File: src/rtl/twisted_ring_pkg.sv
`timescale 1ns/1ps
package twisted_ring_pkg;

  localparam int unsigned NumStages = 4;
  localparam int unsigned NumStates = 2 * NumStages;

  typedef logic [NumStages-1:0] stage_t;
  typedef logic [NumStates-1:0] state_t;

  // a code belongs to the sequence when adjacent stages differ at most once
  function automatic logic code_valid(input stage_t c);
    int unsigned edges;
    edges = 0;
    for (int k = 1; k < NumStages; k++) begin
      if (c[k] != c[k-1]) edges++;
    end
    return edges <= 1;
  endfunction

  // every state line uses exactly two neighbouring stage bits
  function automatic state_t decode2(input stage_t c);
    state_t d;
    d = '0;
    d[0]         = ~c[0] & ~c[NumStages-1];
    d[NumStages] =  c[0] &  c[NumStages-1];
    for (int k = 1; k < NumStages; k++) begin
      d[k]             =  c[k-1] & ~c[k];
      d[NumStages + k] = ~c[k-1] &  c[k];
    end
    return d;
  endfunction

endpackage

File: src/rtl/twisted_ring_chain.sv
`timescale 1ns/1ps
module twisted_ring_chain
  import twisted_ring_pkg::*;
#(
  parameter stage_t RST_CODE = '0
) (
  input  logic   clk_i,
  input  logic   rst_ni,
  input  logic   clr_i,
  input  logic   en_i,
  output stage_t stage_q_o,
  output stage_t stage_d_o
);

  stage_t stage_q, stage_d;
  logic   valid;

  assign valid = code_valid(stage_q);

  always_comb begin
    stage_d = stage_q;
    if (clr_i || !valid) stage_d = '0;
    else if (en_i)       stage_d = {stage_q[NumStages-2:0], ~stage_q[NumStages-1]};
  end

  always_ff @(posedge clk_i or negedge rst_ni) begin
    if (!rst_ni) stage_q <= RST_CODE;
    else         stage_q <= stage_d;
  end

  assign stage_q_o = stage_q;
  assign stage_d_o = stage_d;

  AST_CLR_TO_ZERO: assert property (@(posedge clk_i) disable iff (!rst_ni)
    clr_i |=> stage_q == '0);
  AST_HOLD_IDLE: assert property (@(posedge clk_i) disable iff (!rst_ni)
    (!clr_i && !en_i && valid) |=> $stable(stage_q));
  AST_FEEDBACK_INV: assert property (@(posedge clk_i) disable iff (!rst_ni)
    (!clr_i && en_i && valid) |=> stage_q[0] != $past(stage_q[NumStages-1]));
  AST_UPSET_RECOVER: assert property (@(posedge clk_i) disable iff (!rst_ni)
    !valid |=> stage_q == '0);

endmodule

File: src/rtl/twisted_ring_decode.sv
`timescale 1ns/1ps
module twisted_ring_decode
  import twisted_ring_pkg::*;
#(
  parameter stage_t RST_CODE = '0
) (
  input  logic   clk_i,
  input  logic   rst_ni,
  input  stage_t stage_d_i,
  output state_t state_q_o
);

  localparam state_t RstState = decode2(RST_CODE);

  state_t state_q;

  // decode the next code so the registered lines align with the stages
  always_ff @(posedge clk_i or negedge rst_ni) begin
    if (!rst_ni) state_q <= RstState;
    else         state_q <= decode2(stage_d_i);
  end

  assign state_q_o = state_q;

endmodule

File: src/rtl/twisted_ring_decoder.sv
`timescale 1ns/1ps
module twisted_ring_decoder
  import twisted_ring_pkg::*;
#(
  parameter stage_t RST_CODE = '0
) (
  input  logic       clk_i,
  input  logic       rst_ni,
  input  logic       clr_i,
  input  logic       en_i,
  output logic [3:0] stage_o,
  output logic [7:0] state_o
);

  stage_t stage_q, stage_d;
  state_t state_q;

  twisted_ring_chain #(.RST_CODE(RST_CODE)) i_chain (
    .clk_i    (clk_i),
    .rst_ni   (rst_ni),
    .clr_i    (clr_i),
    .en_i     (en_i),
    .stage_q_o(stage_q),
    .stage_d_o(stage_d)
  );

  twisted_ring_decode #(.RST_CODE(RST_CODE)) i_decode (
    .clk_i    (clk_i),
    .rst_ni   (rst_ni),
    .stage_d_i(stage_d),
    .state_q_o(state_q)
  );

  assign stage_o = stage_q;
  assign state_o = state_q;

  AST_ONE_LINE: assert property (@(posedge clk_i) disable iff (!rst_ni)
    code_valid(stage_o) |-> $onehot(state_o));
  AST_CLR_LINE0: assert property (@(posedge clk_i) disable iff (!rst_ni)
    clr_i |=> state_o == 8'b0000_0001);
  AST_LINE_MOVES: assert property (@(posedge clk_i) disable iff (!rst_ni)
    (!clr_i && en_i && code_valid(stage_o)) |=> state_o != $past(state_o));

endmodule

File: config.mk
export PLATFORM = sky130hd
export DESIGN_NAME = twisted_ring_decoder
export DESIGN_NICKNAME = d
export VERILOG_FILES = /design/src/rtl/twisted_ring_pkg.sv /design/src/rtl/twisted_ring_chain.sv /design/src/rtl/twisted_ring_decode.sv /design/src/rtl/twisted_ring_decoder.sv
export SDC_FILE = /design/constraint.sdc
export NUM_CORES = 1
export LEC_CHECK = 0
export CORE_MARGIN = 10
export CORE_UTILIZATION = 49
export CTS_BUF_LIST = sky130_fd_sc_hd__clkbuf_8
export DETAILED_ROUTE_END_ITERATION = 7
export GPL_ROUTABILITY_DRIVEN = 0
export PLACE_DENSITY = 0.91
export SLEW_MARGIN = 20
export SYNTH_ARGS = -nofsm -noshare
export SYNTH_HDL_FRONTEND = slang
export SYNTH_SLANG_ARGS = --single-unit
File: constraint.sdc
create_clock -name clk_i -period 1.95 [get_ports clk_i]
set_input_delay 0.4875 -clock clk_i [delete_from_list [all_inputs] [get_ports clk_i]]
set_output_delay 0.4875 -clock clk_i [all_outputs]
set_load 0.02 [all_outputs]
==> flow_metrics.tcl <==
set metrics [dict create \
    power.internal_uw 444 \
    clockPowerShare 0.386 \
    dp_cells 85 \
    start_kind "register" \
    rsz0062_at_grt "no" \
    overflow 0 \
    synth_edf_count 0 \
    vias 477 \
    pin_count 16 \
    setup_viol 0 \
    drt_iter0_drc 7 \
    clkSinkCount 12 \
    cap_violations 0 \
    reg2reg_from "i_chain.stage_q_o[3]$_DFF_PN0_" \
    rows 12 \
    finalCritPeriodShare 0.961 \
    drc_errors 0 \
    synthesis.nets 62 \
    tns_ns 0 \
    synth_common_cells "dfrtp_1, a21oi_1, or3b_1" \
    wl_per_cell_um 14.2 \
    viasPerCell 5.36 \
    cts_htree_levels 1 \
    cp_max_fo 11 \
    drtPass1Iterations 4 \
    yosysTopAreaCell "dfrtp_1" \
    path_class "reg -> out" \
    slowest_delay_ns 0.62 \
    tritoncts "done" \
    nNetsFinal 81 \
    p_sw_uw 145 \
    antennaDiodeCount 0 \
    powerDensity_nw_per_um2 697 \
    switching_share 0.247 \
    async_flop_share 1.00 \
    synth.distinct_cells 19 \
    synthFlopType "dfrtp_1" \
    fillers 97 \
    drive_above_1_share 0.173 \
    r2r_end "i_decode.state_q_o[0]$_DFF_PN1_" \
    stdcell_count 89 \
    core_um2 1170 \
    grt_use_total 0.0897 \
    netlist_instances 57 \
    cellLeakagePower_nw 0.405 \
    die_x_um 56.1 \
    arrival_ns 1.39 \
    syn_area_um2 638 \
    comb_power_share 0.164 \
    required_ns 1.46 \
    clk_pin_slew_ns 0.05 \
    initial_utilization 0.545 \
    finalCriticalPeriod_ns 1.87 \
    ys_seq_area_frac 0.473 \
    die_area_um2 3150 \
    reg2regPathDepth 4 \
    synth.ff_latch_count 12 \
    seqPwrFrac 0.450 \
    synth_top_area_share 0.431 \
    totalWireLength_mm 1.27 \
    grt_max_degree 18 \
    cp_num_cells 2 \
    slew_viol_final 0 \
    final_hold_viol_count 0 \
    vdd_drop_max_uv 484 \
    cp_top_family "buffers and inverters" \
    slowest_stage "clkdlybuf4s50_1" \
    crit_chain "buf_4, clkdlybuf4s50_1" \
    clock_path_buffers 2 \
    status "completed" \
    area_growth_pct 32.5 \
    avgSynthCellArea_um2 11.2 \
    io_buffer_count 15 \
    hold_class "in -> async" \
    path_buf_inv 2 \
    grt_first_pass_wirelength_mm 2.27 \
    end_kind "output pin" \
    fmax_ghz 0.534 \
    tightest_slew_ns 0.517 \
    antenna_left 0 \
    fp.dieH_um 56.1 \
    finClkSkew_ns 0.00477 \
    ys.warnings.count 0 \
    numCtsBuffers 3 \
    dp_hpwl_um 875 \
    root_buffer "clkbuf_8" \
    yosysMostFrequentCell "dfrtp_1" \
    slew_headroom 0.654 \
    grt_pass1_vias 452 \
    synthTopCellsByArea "dfrtp_1, or3b_1, nand3b_1" \
    grt_antenna_before_repair 0 \
    crit_end "stage_o[0]" \
    reg2reg_slack_ns 0.18 \
    startpoint "i_chain.stage_q_o[0]$_DFF_PN0_" \
    clk_latency_ns 0.24 \
]
## cell type report
| cell class | instances | area (um2) | area share |
|---|---|---|---|
| sequential | 12 | 303 | 0.358 |
| inverter | 1 | 3.75 | 0.00444 |
| timing repair buffer | 21 | 200 | 0.237 |
| clock inverter | 1 | 3.75 | 0.00444 |
| multi-input combinational | 37 | 277 | 0.327 |
| tap | 14 | 17.5 | 0.0207 |
| clock buffer | 3 | 41.3 | 0.0488 |
## metrics by stage
stage | worst slack, ns | total power, mW | utilization | hold WS [ns] | instance area (um2)
floorplan | 0.0525 | 0.327 | - | 0.192 | 638
global placement | 0.150 | 0.364 | 0.678 | 0.691 | 795
detailed placement | 0.103 | 0.367 | 0.678 | 0.711 | 795
CTS | 0.00337 | 0.597 | 0.718 | 0.604 | 841
global route | 0.0268 | 0.623 | 0.722 | 0.629 | 846
finish | 0.0758 | 0.590 | 0.722 | 0.590 | 846
## layout by cell type, fill, tap and decap left out
cell             count
dfrtp_2              1
a311o_1              1
dfstp_2              1
or3b_1               7
nor2_1               3
nand3_1              1
a21oi_1              7
dlymetal6s2s_1       2
fa_1                 1
buf_4                6
mux2i_1              3
or2_2                1
clkbuf_8             3
nand3b_1             6
dfrtp_1             10
nand2b_1             2
clkdlybuf4s50_1     13
inv_1                2
xor2_1               3
a21oi_2              1
nor3_1               1
## power groups by stage
| stage | sequential [mW] | clock (mW) | combinational [mW] |
|---|---|---|---|
| 5_1_grt | 0.267 | 0.249 | 0.107 |
| 2_1_floorplan | 0.281 | 0 | 0.0461 |
| 6_report | 0.265 | 0.228 | 0.0969 |
| 3_3_place_gp | 0.269 | 0 | 0.0954 |
| 3_5_place_dp | 0.270 | 0 | 0.0973 |
| 4_1_cts | 0.266 | 0.233 | 0.0987 |
## how the worst min path moves through the flow
| stage | endpoint | cells past startpoint |
|---|---|---|
| 2_1_floorplan | i_chain.stage_q_o[0]$_DFF_PN0_ | 0 |
| 3_3_place_gp | i_chain.stage_q_o[1]$_DFF_PN0_ | 3 |
| 3_5_place_dp | i_chain.stage_q_o[1]$_DFF_PN0_ | 3 |
| 4_1_cts | i_decode.state_q_o[5]$_DFF_PN0_ | 1 |
| 5_1_grt | i_decode.state_q_o[5]$_DFF_PN0_ | 1 |
| 6_report | i_decode.state_q_o[3]$_DFF_PN0_ | 1 |
## what timing repair did
item / in CTS / in global routing
hold endpoints to repair: 0 / 0
hold buffers: 0 / 0
endpoints found under the setup margin: 1 / 2
setup buffers: 0 / 0
resized for setup: 1 / 2
## sequential cells by signal, summed over array words and instances, names as in the netlist
| name | flops |
|---|---|
| i_decode.state_q_o | 8 |
| i_chain.stage_q_o | 4 |
## worst reg2reg max path, delay by kind of cell (launching register included)
| kind | cells | cell delay (ns) |
|---|---|---|
| adder cells (fa/ha/maj) | 1 | 0.36 |
| flip-flops | 1 | 0.48 |
| AND/OR/NAND/NOR | 1 | 0.32 |
| AO/OA/AOI/OAI | 1 | 0.33 |
| XOR/XNOR | 1 | 0.19 |
## metal layers
layer	GRT usage	vias to the layer above	routed length, um	part of all wire
li1	-	228	-	-
met1	0.0944	227	480	0.38
met2	0.131	19	634	0.50
met3	0.0592	3	126	0.10
met4	0.0512	0	23	0.018
met5	0	-	0	0
## cells by family (layout without fill, tap and decap cells)
group           after synthesis  after routing  share of synthesized area
fa+ha+maj                     1              1                     0.0314
buf+inv                       8             26                     0.0941
mux                           3              3                     0.0471
xor+xnor                      3              3                     0.0412
compound gates                9              9                     0.0843
simple gates                 21             21                      0.229
flops                        12             12                      0.473
(Power assumes the default switching activity.)
